==> src/rtl/mrn_pkg.sv <==
package mrn_pkg;
   localparam int unsigned MRN_OUT_W = 5;
   localparam int unsigned MRN_SEL_W = 8;
   // upper (exclusive) selector bound for each output bit, lowest bit first
   localparam int unsigned MRN_LADDER [MRN_OUT_W] = '{1, 4, 16, 60, 234};
   localparam logic [31:0] MRN_MASK32 = 32'hD000_0001;
   localparam logic [31:0] MRN_SEED32 = 32'h0000_0001;
endpackage

==> src/rtl/mrn_lfsr.sv <==
module mrn_lfsr #(
   parameter int unsigned W     = 32,
   parameter logic [W-1:0] MASK = 32'hD000_0001,
   parameter logic [W-1:0] SEED = 32'h0000_0001,
   parameter int unsigned STEPS = 9
) (
   input  logic             clk,
   input  logic             rst,
   input  logic             adv,
   output logic [STEPS-1:0] emit
);
   if (W < 2) begin : g_bad_w
      $error("mrn_lfsr: W must be at least 2");
   end
   if (STEPS < 1 || STEPS > W) begin : g_bad_steps
      $error("mrn_lfsr: STEPS must lie in 1..W");
   end
   if (SEED == '0) begin : g_bad_seed
      $error("mrn_lfsr: zero seed locks the register");
   end
   if (MASK[W-1] == 1'b0) begin : g_bad_mask
      $error("mrn_lfsr: MASK must reach the top bit");
   end

   logic [W-1:0] state_q;
   logic [W-1:0] state_n;

   // unrolled right-shift Galois steps; emit[k] is the k-th bit shifted out
   always_comb begin
      state_n = state_q;
      emit    = '0;
      for (int k = 0; k < int'(STEPS); k++) begin
         emit[k] = state_n[0];
         state_n = (state_n >> 1) ^ ({W{emit[k]}} & MASK);
      end
   end

   always_ff @(posedge clk) begin
      if (rst)
         state_q <= SEED;
      else if (adv)
         state_q <= state_n;
   end

   AST_SEED_ON_RESET: assert property (@(posedge clk)
      rst |=> state_q == SEED);
   AST_STATE_NONZERO: assert property (@(posedge clk) disable iff (rst)
      state_q != '0);
endmodule

==> src/rtl/mrn_ladder.sv <==
module mrn_ladder #(
   parameter int unsigned SEL_W = 8,
   parameter int unsigned OUT_W = 5,
   parameter int unsigned LADDER [OUT_W] = '{1, 4, 16, 60, 234}
) (
   input  logic [SEL_W-1:0] sel,
   output logic [OUT_W-1:0] mask
);
   for (genvar i = 0; i < int'(OUT_W); i++) begin : g_rung
      localparam logic [SEL_W-1:0] HI = SEL_W'(LADDER[i]);
      if (LADDER[i] >= (1 << SEL_W)) begin : g_bad_hi
         $error("mrn_ladder: threshold does not fit the selector");
      end
      if (i == 0) begin : g_first
         if (LADDER[0] == 0) begin : g_bad_first
            $error("mrn_ladder: first threshold must be nonzero");
         end
         assign mask[i] = (sel < HI);
      end else begin : g_next
         localparam logic [SEL_W-1:0] LO = SEL_W'(LADDER[i-1]);
         if (LADDER[i] <= LADDER[i-1]) begin : g_bad_order
            $error("mrn_ladder: thresholds must increase");
         end
         assign mask[i] = (sel >= LO) && (sel < HI);
      end
   end
endmodule

==> src/rtl/mrn_outreg.sv <==
module mrn_outreg #(
   parameter int unsigned OUT_W = 5
) (
   input  logic             clk,
   input  logic             rst,
   input  logic             en,
   input  logic [OUT_W-1:0] mask,
   input  logic             data,
   output logic [OUT_W-1:0] word
);
   for (genvar i = 0; i < int'(OUT_W); i++) begin : g_bit
      always_ff @(posedge clk) begin
         if (rst)
            word[i] <= 1'b0;
         else if (en && mask[i])
            word[i] <= data;
      end
   end

   AST_RESET_CLEARS: assert property (@(posedge clk)
      rst |=> word == '0);
   AST_HOLD_WITHOUT_EN: assert property (@(posedge clk) disable iff (rst)
      !en |=> $stable(word));
   AST_ONE_BIT_MAX: assert property (@(posedge clk) disable iff (rst)
      en |=> $countones(word ^ $past(word)) <= 1);
endmodule

==> src/rtl/mrnoise_gen.sv <==
module mrnoise_gen
   import mrn_pkg::*;
#(
   parameter bit SERIAL_DRAW = 1'b0
) (
   input  logic                 clk,
   input  logic                 rst,
   input  logic                 smp_en,
   output logic [MRN_OUT_W-1:0] noise_o
);
   localparam int unsigned DRAW_N = MRN_SEL_W + 1;
   localparam int unsigned CNT_W  = $clog2(DRAW_N + 1);
   localparam logic [MRN_SEL_W-1:0] SKIP_AT = MRN_SEL_W'(MRN_LADDER[MRN_OUT_W-1]);

   if (MRN_OUT_W != 5) begin : g_bad_out
      $error("mrnoise_gen: output word must be 5 bits");
   end

   logic [MRN_SEL_W-1:0] sel;
   logic                 data;
   logic [MRN_OUT_W-1:0] upd_mask;

   if (!SERIAL_DRAW) begin : g_par
      logic [DRAW_N-1:0] bits;

      mrn_lfsr #(.W(32), .MASK(MRN_MASK32), .SEED(MRN_SEED32), .STEPS(DRAW_N)) u_lfsr (
         .clk  (clk),
         .rst  (rst),
         .adv  (smp_en),
         .emit (bits)
      );

      // first emitted bit ends up as the selector MSB
      for (genvar j = 0; j < int'(MRN_SEL_W); j++) begin : g_map
         assign sel[MRN_SEL_W-1-j] = bits[j];
      end
      assign data = bits[MRN_SEL_W];
   end else begin : g_ser
      logic [0:0]        bit1;
      logic [DRAW_N-1:0] draw_q;
      logic [CNT_W-1:0]  cnt_q;
      logic              step_en;

      assign step_en = (cnt_q != CNT_W'(DRAW_N));

      mrn_lfsr #(.W(32), .MASK(MRN_MASK32), .SEED(MRN_SEED32), .STEPS(1)) u_lfsr (
         .clk  (clk),
         .rst  (rst),
         .adv  (step_en),
         .emit (bit1)
      );

      always_ff @(posedge clk) begin
         if (rst) begin
            cnt_q  <= '0;
            draw_q <= '0;
         end else if (smp_en) begin
            cnt_q  <= '0;
         end else if (step_en) begin
            cnt_q  <= cnt_q + 1'b1;
            draw_q <= {draw_q[DRAW_N-2:0], bit1[0]};
         end
      end

      assign sel  = draw_q[DRAW_N-1:1];
      assign data = draw_q[0];

      AST_EN_SPACING: assert property (@(posedge clk) disable iff (rst)
         smp_en |-> cnt_q == CNT_W'(DRAW_N));
   end

   mrn_ladder #(.SEL_W(MRN_SEL_W), .OUT_W(MRN_OUT_W), .LADDER(MRN_LADDER)) u_ladder (
      .sel  (sel),
      .mask (upd_mask)
   );

   mrn_outreg #(.OUT_W(MRN_OUT_W)) u_out (
      .clk  (clk),
      .rst  (rst),
      .en   (smp_en),
      .mask (upd_mask),
      .data (data),
      .word (noise_o)
   );

   AST_MASK_ONEHOT0: assert property (@(posedge clk) disable iff (rst)
      $onehot0(upd_mask));
   AST_HIGH_SEL_NO_UPDATE: assert property (@(posedge clk) disable iff (rst)
      (smp_en && sel >= SKIP_AT) |=> $stable(noise_o));
endmodule

==> config.mk <==
export PLATFORM = sky130hd
export DESIGN_NAME = mrnoise_gen
export DESIGN_NICKNAME = d
export VERILOG_FILES = /design/src/rtl/mrn_pkg.sv /design/src/rtl/mrn_lfsr.sv /design/src/rtl/mrn_ladder.sv /design/src/rtl/mrn_outreg.sv /design/src/rtl/mrnoise_gen.sv
export SDC_FILE = /design/constraint.sdc
export NUM_CORES = 1
export LEC_CHECK = 0
export ABC_AREA = 1
export CAP_MARGIN = 20
export CORE_MARGIN = 4
export CORE_UTILIZATION = 52
export DETAILED_ROUTE_END_ITERATION = 8
export GPL_TIMING_DRIVEN = 0
export HOLD_SLACK_MARGIN = 0.12
export PLACE_DENSITY = 0.68
export SYNTH_ARGS = -nofsm -noshare
export SYNTH_HDL_FRONTEND = slang
export SYNTH_SLANG_ARGS = --single-unit
==> constraint.sdc <==
create_clock -name clk -period 7 [get_ports clk]
set_input_delay 1.75 -clock clk [delete_from_list [all_inputs] [get_ports clk]]
set_output_delay 1.75 -clock clk [all_outputs]
set_load 0.005 [all_outputs]
Word level (Yosys, flattened, before mapping)
Cells that the tools add are included.
Widths: inputs -> output; s select.
Storage, ports and cells
  bits in registers: 37
  word-level logic and storage cells: 33
Operators by class
  magnitude comparators: 9
  bitwise operators: 9
  reduce and logical (&&, ||, !) cells: 9
Operator list (count)
  $xor 31x32->32: 9
  $logic_and 1x1->1: 9
  $ge 8x1->1 const B: 1
  $ge 8x3->1 const B: 1
  $ge 8x5->1 const B: 1
  $ge 8x6->1 const B: 1
  $lt 8x1->1 const B: 1
  $lt 8x3->1 const B: 1
  $lt 8x5->1 const B: 1
  $lt 8x6->1 const B: 1
  $lt 8x8->1 const B: 1

Logic depth before layout (Yosys ltp)
Gate-level depths: netlist of the first run.
  word-level depth: 10
  gate-level depth with buffers: 21

Cells and area by module
Synthesis of the first run repeated with hierarchy kept, for this count alone.
Unflattened totals
  cell total of the unflattened synthesis: 258
  area total of the unflattened synthesis: 1834.3 µm²
By module, submodules not included
  mrn_lfsr: times used 1, cells an instance 198, area each 1498.9 µm²
  mrn_outreg: times used 1, cells an instance 36, area each 217.7 µm²
  mrn_ladder: times used 1, cells an instance 24, area each 117.6 µm²

Worst setup path before layout of the first run
Ideal clock, no wire load.
  path type: flip-flop to flip-flop
  start: reg g_par.u_lfsr.state_q[0]
  end: reg u_out.word[0]
  data arrival time: 3.409 ns
  data required time: 6.885 ns
  setup slack: 3.476 ns
  cell stages (with the launch flop): 21
  path buffers: 0
  period minus slack after synthesis: 3.524 ns
  cell sequence: dfxtp_1 -> inv_1 -> ha_1 -> inv_1 -> ha_1 -> inv_1 -> ha_1 -> inv_1 -> ha_1 -> inv_1 -> ha_1 -> inv_1 -> ha_1 -> inv_2 -> nand2_4 -> nand2_2 -> nand2_2 -> nand2_4 -> inv_2 -> o21ai_1 -> nor2_1
On the way
  longest elaborated chain between the ends: 9
  elaborated cells on any way between the ends: 10
  those cells by class: 1 x order compare; 8 x bitwise; 1 x reduce/logical
Ends and longest elaborated chain
  from (decl): line mrn_lfsr.sv:25  | logic [W-1:0] state_q;
  from (signal assigned): line mrn_lfsr.sv:42  | state_q <= state_n;
  $xor 31x32->32 (7 in a row): line mrn_lfsr.sv:34  | state_n = (state_n >> 1) ^ ({W{emit[k]}} & MASK);
  $lt 8x1->1: line mrn_ladder.sv:18  | assign mask[i] = (sel < HI);
  $logic_and 1x1->1: line mrn_outreg.sv:15  | else if (en && mask[i])
  to (signal, indexed assignment): line mrn_outreg.sv:16  | word[i] <= data;
  to (decl): line mrn_outreg.sv:9  | output logic [OUT_W-1:0] word
Several ways; a longest one is shown, not always the timed one.
A chain may end at the register's enable or synchronous reset.

Worst setup path in the final report of the first run
  start: reg g_par.u_lfsr.state_q[0]
  end: reg g_par.u_lfsr.state_q[27]
On the way
  longest elaborated chain between the ends: 9
Ends and longest elaborated chain (line)
  $xor 31x32->32 (9 in a row): mrn_lfsr.sv:34
No other way between the ends.

==> results, run 1 <==
- The final antenna-violating net count is 0.
- The weighted congestion at the end of routability-driven global placement is 0.8127.
- At the pin with the least slew margin, the transition time is 484.0 ps.
- The final layout contains 282 nets.
- The floorplan die height is 67.74 um.
- The number of antenna diodes is 0.
- Relative to the synthesized area, the layout overhead comes to 11.46%.
- During placement, the flow inserted port buffers numbering 7.
- The data arrival time of the critical path is 4290 ps.
- The area of the mapped netlist is roughly 0.0019 mm2.
- Post-CTS repair changed the size of 0 cells.
- Setup repair after global routing left no endpoint under its margin.
- The cell chosen for the clock root is sky130_fd_sc_hd__clkbuf_4.
- For this run, the total global-route usage over all layers was measured as 0.1925.
- The detailed router finished its first iteration with 63 violations.
- Synthesis inferred 37 register bits.
- The setup clock skew after layout is about 12 ps.
- For this design the ratio of total power to cell area is between 200 and 300 mW/mm2.
- The net count after synthesis is between 200 and 300.
- The average wire length per cell after detail routing is 12.27 um.
- The via count of the routed design is 1,552.
- The max-cap violation count is 0.
- In the global route stage, met1 resource usage came out at 0.2482.
- The total area of sequential cells is 740.7 um2.
- The met2 usage is 0.3123.
- The largest net degree at the start of global routing is 12.
- Setup slack closes at 2955 ps.
- The H-tree depth is 2.
- For this run, the register share of the synthesized area comes to 0.3992.
- The worst hold slack across all endpoints is 458.4 ps.
- VDD sags by at most 0.2255 mV.
- During I/O placement, the number of pins put on the boundary was 8.
- The number of buffers between clock root and the deepest sink is 2.
- Headroom to the max-slew limit came out at 0.6773.
- The most used routing layer in global routing is met2.
- The width of the die is about 68 um.
- Adding up every negative setup slack in the final design gives 0 ps.
- A synthesized cell averages ~7.4 um2.
- The clock period could shrink to 4045 ps.
- The number of buffers added to fix hold violations after cts is 0.
- The clock tree from TritonCTS is built.
- The clock-pin slew on the worst setup and hold paths is 110 ps.
- The placed wire-length estimate after detailed placement is 2796 um.
- The class of the most critical hold timing path is reg -> reg.
- The total CTS buffers is 5.
- The starting density of the core is 0.5474.
- Summing all multi-input logic gate instances after layout gives 912.1 um2.
- The worst setup path is captured at a flop.
- Counting every instance in the synthesized netlist gives between 200 and 300.
- The share of synthesized area in the top cell type comes to 0.3992.
- The worst endpoint required time is 7240 ps.
- For met3 alone, demand over resource in global routing was 0.04493.
- Of all nets on the critical path, the largest fanout is 6.
- Summed over all instances, the cell type with the most area after synthesis is sky130_fd_sc_hd__dfxtp_1.
- The final worst-path cycle share is 0.5779.
- The share of total power dissipated in the clock network is 0.267.
- The leakage power figure is 0.0009895 uW.
- The analysis attributes to net switching a power of 187.8 uW.
- The standard-cell row count is 21.
- After floorplanning, the core was sized to cover approximately 0.0034 mm2.
- Counting the fill cells in the layout gives a little over 300.
- The total iterations of the first detailed-routing run is 4.
- OpenSTA, run right after detailed placement, puts the worst setup slack at 2997 ps.
- The number of post-CTS setup repair buffers is 0.
- By startpoint and endpoint, the worst setup path is classified as reg -> reg.
- The number of unique standard cell types used by synthesis is 21.
- Dividing the detail-routed via count by the number of cells gives 4.990.
- The via count of the first global-routing pass came to 1,454.
- The first global-routing pass estimated 6534 um of wire.
- Clock latency on the worst-skew pair, taken at its later pin, is ~340 ps.
- The design draws 573.7 uW.
- The final-report hold violation count was 0.
- The number of max-slew violations in the final report is 0.
- Global routing finished with a remaining overflow of 0.
- The fraction of power consumed by combinational cells is 0.311.
- The total die area is roughly 0.0046 mm2.
- The fraction of the core area covered by cells at the end of the flow is 0.6102.
- For this run, design rule violations remaining after detail routing come to 0.
- The flow ran to the end, and the final reports show no timing, DRC or antenna violations.
- Of the cells placed in the final design, the portion with a size suffix greater than 1 is 0.08302.
- The switching power share of the total is 0.3273.
- Based on the critical path, the design can be clocked at up to around 0.25 GHz.
- Summed over all layers, the routed wires come to 3817 um.
- Of the total power, registers draw 0.422.
- The cell internal power dissipation is 385.9 uW.
- The number of antenna violations at the first check in global routing is 0.
- Yosys attributes the largest share of cell area to sky130_fd_sc_hd__dfxtp_1 (40%), sky130_fd_sc_hd__ha_1 (10%), sky130_fd_sc_hd__a21oi_1 (8.1%).
- The critical path launch point type is a flop.
- The setup violation total in the final timing report is 0.
- The Yosys warning count is 0.
- The number of sinks on the clock net is 37.
[path summary, 6_finish.rpt]
path / to / cells past startpoint / start / slack (ps)
worst max-delay path: g_par.u_lfsr.state_q[27] / 18 / g_par.u_lfsr.state_q[0] / 2950
worst min-delay path: g_par.u_lfsr.state_q[12] / 2 / g_par.u_lfsr.state_q[21] / 460
worst max register to register: g_par.u_lfsr.state_q[27] / 18 / g_par.u_lfsr.state_q[0] / 2950
worst min register to register: g_par.u_lfsr.state_q[12] / 2 / g_par.u_lfsr.state_q[21] / 460
[Yosys cell counts, drive strengths merged]
library cell,number
a21oi,30
xnor2,5
dfxtp,37
buf,6
nand2b,1
o21ai,30
xor2,6
nor2,29
nand3,6
a21boi,1
ha,15
nand2,38
inv,42
clkbuf,3
o211ai,1
[metal layers]
layer / wire length (um) / vias to the layer above
li1: - / 806
met1: 1888 / 707
met2: 1712 / 32
met3: 160 / 7
met4: 55 / 0
met5: 0 / -
[metrics by stage]
step	cells	instance area, um2
finish	311	2068
global route	311	2068
CTS	311	2068
detailed placement	303	1983
global placement	303	1983
floorplan	250	1856
[sequential cells by signal (all words and copies together) (netlist names)]
signal	count
g_par.u_lfsr.state_q	32
u_out.word	5
[layout make-up]
type | instances | area share
well taps | 46 | 0.02783
plain buffers | 9 | 0.02178
multi-input cells | 162 | 0.4410
repair buffers | 7 | 0.03388
inverters | 42 | 0.07623
flip-flops and latches | 37 | 0.3581
clock inverters | 1 | 0.01452
clock buffers | 7 | 0.02662
[cell families (layout without fill, tap and decap cells)]
kind of cell	after synthesis	after routing	share of synthesized area
compound gates	62	62	0.1699
simple gates	74	74	0.1686
fa+ha+maj	15	15	0.1011
buf+inv	51	66	0.1092
xor+xnor	11	11	0.05192
flops	37	37	0.3992
[power groups by stage]
stage | registers (uW) | logic [uW] | clock network [uW]
after floorplan | 244 | 138 | 0
after global placement | 246 | 176 | 0
after global routing | 244 | 204 | 166
after detailed placement | 247 | 177 | 0
after CTS | 242 | 179 | 158
final | 242 | 178 | 153
[cells in the final DEF, fill, tap and decap left out, types with 5 or more instances in the layout]
cell | netlist | final
sky130_fd_sc_hd__xnor2_1 | 5 | 5
sky130_fd_sc_hd__clkdlybuf4s50_1 | 0 | 7
sky130_fd_sc_hd__nor2_1 | 29 | 29
sky130_fd_sc_hd__buf_2 | 6 | 6
sky130_fd_sc_hd__o21ai_0 | 29 | 29
sky130_fd_sc_hd__dfxtp_1 | 37 | 37
sky130_fd_sc_hd__ha_1 | 15 | 15
sky130_fd_sc_hd__nand2_1 | 34 | 34
sky130_fd_sc_hd__a21oi_1 | 30 | 30
sky130_fd_sc_hd__xor2_1 | 6 | 6
sky130_fd_sc_hd__inv_1 | 39 | 39
sky130_fd_sc_hd__nand3_1 | 5 | 5
sky130_fd_sc_hd__clkbuf_4 | 1 | 6
[critical path, stage by stage, from the launching register on]
cell and delay (ps):
sky130_fd_sc_hd__dfxtp_1 430, sky130_fd_sc_hd__inv_1 140, sky130_fd_sc_hd__ha_1 410, sky130_fd_sc_hd__inv_1 70, sky130_fd_sc_hd__ha_1 440, sky130_fd_sc_hd__inv_1 100
sky130_fd_sc_hd__ha_1 360, sky130_fd_sc_hd__inv_1 60, sky130_fd_sc_hd__ha_1 410, sky130_fd_sc_hd__inv_1 100, sky130_fd_sc_hd__ha_1 370, sky130_fd_sc_hd__inv_1 70
sky130_fd_sc_hd__ha_1 370, sky130_fd_sc_hd__inv_2 60, sky130_fd_sc_hd__nand2_4 80, sky130_fd_sc_hd__nand2_2 70, sky130_fd_sc_hd__xor2_1 170, sky130_fd_sc_hd__o21ai_0 170
sky130_fd_sc_hd__inv_1 50
No activity file was read; power rests on OpenSTA's default activity.
==> inputs of run 2 (changes only) <==
--- a/config.mk
+++ b/config.mk
@@ -12,7 +12,7 @@
 export DETAILED_ROUTE_END_ITERATION = 8
 export GPL_TIMING_DRIVEN = 0
 export HOLD_SLACK_MARGIN = 0.12
-export PLACE_DENSITY = 0.68
+export PLACE_DENSITY = 0.71
 export SYNTH_ARGS = -nofsm -noshare
 export SYNTH_HDL_FRONTEND = slang
 export SYNTH_SLANG_ARGS = --single-unit
==> constraint.sdc (replaced) <==
create_clock -name clk -period 3.3 [get_ports clk]
set_input_delay 0.825 -clock clk [delete_from_list [all_inputs] [get_ports clk]]
set_output_delay 0.825 -clock clk [all_outputs]
set_load 0.005 [all_outputs]
==> results, run 2 (synthesis results as in run 1) <==
- Outcome: completed (unchanged).
- The kind of cell with the highest combined delay on the critical path is adder cells (unchanged).
- The setup slack after placement was -372.1 ps (was 2997 ps).
- The width of the die came to 67.74 um (unchanged).
- The actual transition at the worst max-transition pin is 467.9 ps (was 484.0 ps).
- The number of antenna diodes is 0 (unchanged).
- The register name with the most flops is g_par.u_lfsr.state_q (unchanged).
- The number of sinks on the clock net is 37 (unchanged).
- Chain of cells forming the critical path: inv_2, ha_4, inv_1, ha_4, inv_1, ha_4, inv_1, ha_4, inv_1, ha_4, inv_1, ha_4, inv_2, nand2_4, nand2_2, nand2_2, nand2_4, inv_4, nand2_1, nand3_1, nand2_1 (was inv_1, ha_1, inv_1, ha_1, inv_1, ha_1, inv_1, ha_1, inv_1, ha_1, inv_1, ha_1, inv_2, nand2_4, nand2_2, xor2_1, o21ai_0, inv_1).
- The H-tree depth was 2 (unchanged).
- The number of I/O pins is 8 (unchanged).
- The class of the most critical hold timing path is reg -> reg (unchanged).
- The max-cap violation count is 0 (unchanged).
- The maximum fanout along the worst path is 6 (unchanged).
- The total die area came to 0.004588 mm2 (unchanged).
- The source of the worst register-to-register timing path is g_par.u_lfsr.state_q[0] (unchanged).
- The floorplan die height is 67.74 um (unchanged).
- The data arrival time of the critical path was 3380 ps (was 4290 ps).
- The number of instances in the placed design was 303 (unchanged).
- The number of max-slew violations in the final report is 0 (unchanged).
- The kind of capture point of the worst setup path is a flop (unchanged).
- The largest net degree at the start of global routing is 12 (unchanged).
- The starting density of the core was 0.5474 (unchanged).
- Most used cells in the layout excluding fill and tap cells: sky130_fd_sc_hd__inv_1 (37), sky130_fd_sc_hd__dfxtp_1 (36), sky130_fd_sc_hd__nand2_1 (34) (was sky130_fd_sc_hd__inv_1 (39), sky130_fd_sc_hd__dfxtp_1 (37), sky130_fd_sc_hd__nand2_1 (34)).
- The wire length after detailed routing is 3786 um (was 3817 um).
- The setup violation total in the final timing report came to 0 (unchanged).
- The number of nets at the end of the flow came to 288 (was 282).
- The per-cell via count in the routed design is 5.019 (was 4.990).
- The violation count after the first detailed-route iteration came to 51 (was 63).
- The share of final-layout standard cells stronger than drive strength 1 is 0.1402 (was 0.08302).
- The number of buffers added to fix hold violations after cts is 0 (unchanged).
- Largest registers ranked by flip-flop count: g_par.u_lfsr.state_q x32, u_out.word x5 (unchanged).
- The final cell count without fillers was 317 (was 311).
- The number of buffers between clock root and the deepest sink is 2 (unchanged).
- The fmax is 0.3182 GHz (was 0.2472 GHz).
- The total iterations of the first detailed-routing run was 4 (unchanged).
- The number of flip-flops in the largest register is 32 (unchanged).
- The worst path buffer plus inverter count is 8 (unchanged).
- The clock tree from TritonCTS was built (unchanged).
- The number of antenna violations at the first check in global routing was 0 (unchanged).
- The worst endpoint required time is 3540 ps (was 7240 ps).
- The total CTS buffers is 5 (unchanged).
- The standard-cell row count is 21 (unchanged).
- The worst hold slack across all endpoints is 464.6 ps (was 458.4 ps).
- The via count of the first global-routing pass is 1,403 (was 1,454).
- The slack of the critical path is 157.5 ps (was 2955 ps).
- The number of inserted filler cells in the final layout is 286 (was 310).
- The post-detailed-placement cell area is 0.002021 mm2 (was 0.001983 mm2).
- The post-route cell area is 0.002180 mm2 (was 0.002068 mm2).
- The average wire length per cell after detail routing is 11.94 um (was 12.27 um).
- The leakage power figure came to 0.001013 uW (was 0.0009895 uW).
- The clock-pin slew on the worst setup and hold paths came to 100 ps (was 110 ps).
- The final worst-path cycle share is 0.9523 (was 0.5779).
- The weighted congestion at the end of routability-driven global placement is 0.8347 (was 0.8127).
- The most common library cell in the layout ignoring fill and taps is sky130_fd_sc_hd__inv_1 (unchanged).
- The placed wire-length estimate after detailed placement came to 2782 um (was 2796 um).
- The area of the core is 0.003390 mm2 (unchanged).
- The worst slew margin relative to its limit is 0.6881 (was 0.6773).
- The layout overhead on the synthesized area is 17.46% (was 11.46%).
- The final-report hold violation count came to 0 (unchanged).
- The critical path launch point type is a flop (unchanged).
- The time the worst path needs with I/O delays and setup is 3142 ps (was 4045 ps).
- The global-route congestion overflow total is 0 (unchanged).
- The global-route wire length before repair came to 6437 um (was 6534 um).
- The maximum resistive drop on vdd came to 0.3380 mV (was 0.2255 mV).
- The slack of the worst reg-to-reg path is 160 ps (was 2950 ps).
- The final antenna-violating net count is 0 (unchanged).
- The number of I/O port buffers is 7 (unchanged).
- The total global routing track utilization came to 0.1911 (was 0.1925).
- The start point of the worst hold path was g_par.u_lfsr.state_q[20] (was g_par.u_lfsr.state_q[21]).
- The via count of the routed design is 1,591 (was 1,552).
- The clock latency on the worst-skew pair is 330 ps (was 340 ps).
- The critical path class is reg -> reg (unchanged).
- The setup clock skew after layout came to 4.608 ps (was 11.59 ps).
- The cell repeated most along the worst path was sky130_fd_sc_hd__ha_4 (was sky130_fd_sc_hd__inv_1).
- The origin of the worst setup path is g_par.u_lfsr.state_q[0] (unchanged).
- The slowest cell on the critical path is sky130_fd_sc_hd__dfxtp_4 (was sky130_fd_sc_hd__ha_1).
- The cell chosen for the clock root was sky130_fd_sc_hd__clkbuf_4 (unchanged).
- The number of remaining DRC errors was 0 (unchanged).
- The cell area power density is 570.3 mW/mm2 (was 277.4 mW/mm2).
- The maximum cell stage delay along the critical path came to 360 ps (was 440 ps).
==> run 2: cell count changes in the layout (fill, tap and decap cells not counted), moves of 2 or more <==
cell	delta
sky130_fd_sc_hd__o21ai_1	+2
sky130_fd_sc_hd__inv_1	-2
sky130_fd_sc_hd__ha_4	+6
sky130_fd_sc_hd__o21ai_0	-2
sky130_fd_sc_hd__ha_1	-6
sky130_fd_sc_hd__buf_4	+6
==> run 2: metrics by stage <==
stage	setup TNS [ps]	util	total power [uW]
after global placement	-2480	0.5962	919.7
final	0	0.6430	1243
after global routing	-16.73	0.6430	1343
after CTS	0	0.6312	1221
after detailed placement	-2817	0.5962	922.4
after floorplan	0	-	828.9
==> run 2: area by class of cell <==
type	count	area [um2]	area share
buffer	9	45.04	0.02067
sequential	37	744.5	0.3416
inverter	42	160.2	0.07348
tap	46	57.56	0.02641
multi-input combinational	162	987.2	0.4529
timing repair buffer	13	115.1	0.05281
clock buffer	7	65.06	0.02985
clock inverter	1	5.005	0.002296
==> run 2: path summary, 6_finish.rpt <==
check | end | depth (start not counted)
max | g_par.u_lfsr.state_q[0] | 21
min | g_par.u_lfsr.state_q[11] | 2
max reg2reg | g_par.u_lfsr.state_q[0] | 21
min reg2reg | g_par.u_lfsr.state_q[11] | 2
==> run 2: tightest hold or removal path, cell delays in order (launching register included) <==
cell	delay, ps
sky130_fd_sc_hd__dfxtp_1	310
sky130_fd_sc_hd__inv_1	60
sky130_fd_sc_hd__a21oi_1	60
==> run 2: power by group <==
part | internal, uW | total [uW] | switching [uW]
sequential | 492 | 512 | 19.5
combinational | 203 | 467 | 264
clock | 123 | 264 | 140
total | 819 | 1240 | 424
==> run 2: metal layers <==
| metal | track usage | part of all wire |
|---|---|---|
| met1 | 0.2449 | 0.48 |
| met2 | 0.3147 | 0.48 |
| met3 | 0.04992 | 0.034 |
| met4 | 0.05316 | 0.0055 |
| met5 | 0 | 0 |
==> run 2: what timing repair did <==
action / CTS / global route
buffers inserted: 1 / 5
pin swaps: 1 / 2
hold endpoints to repair: 0 / 0
setup endpoints to repair: 9 / 8
gates resized for setup: 7 / 4
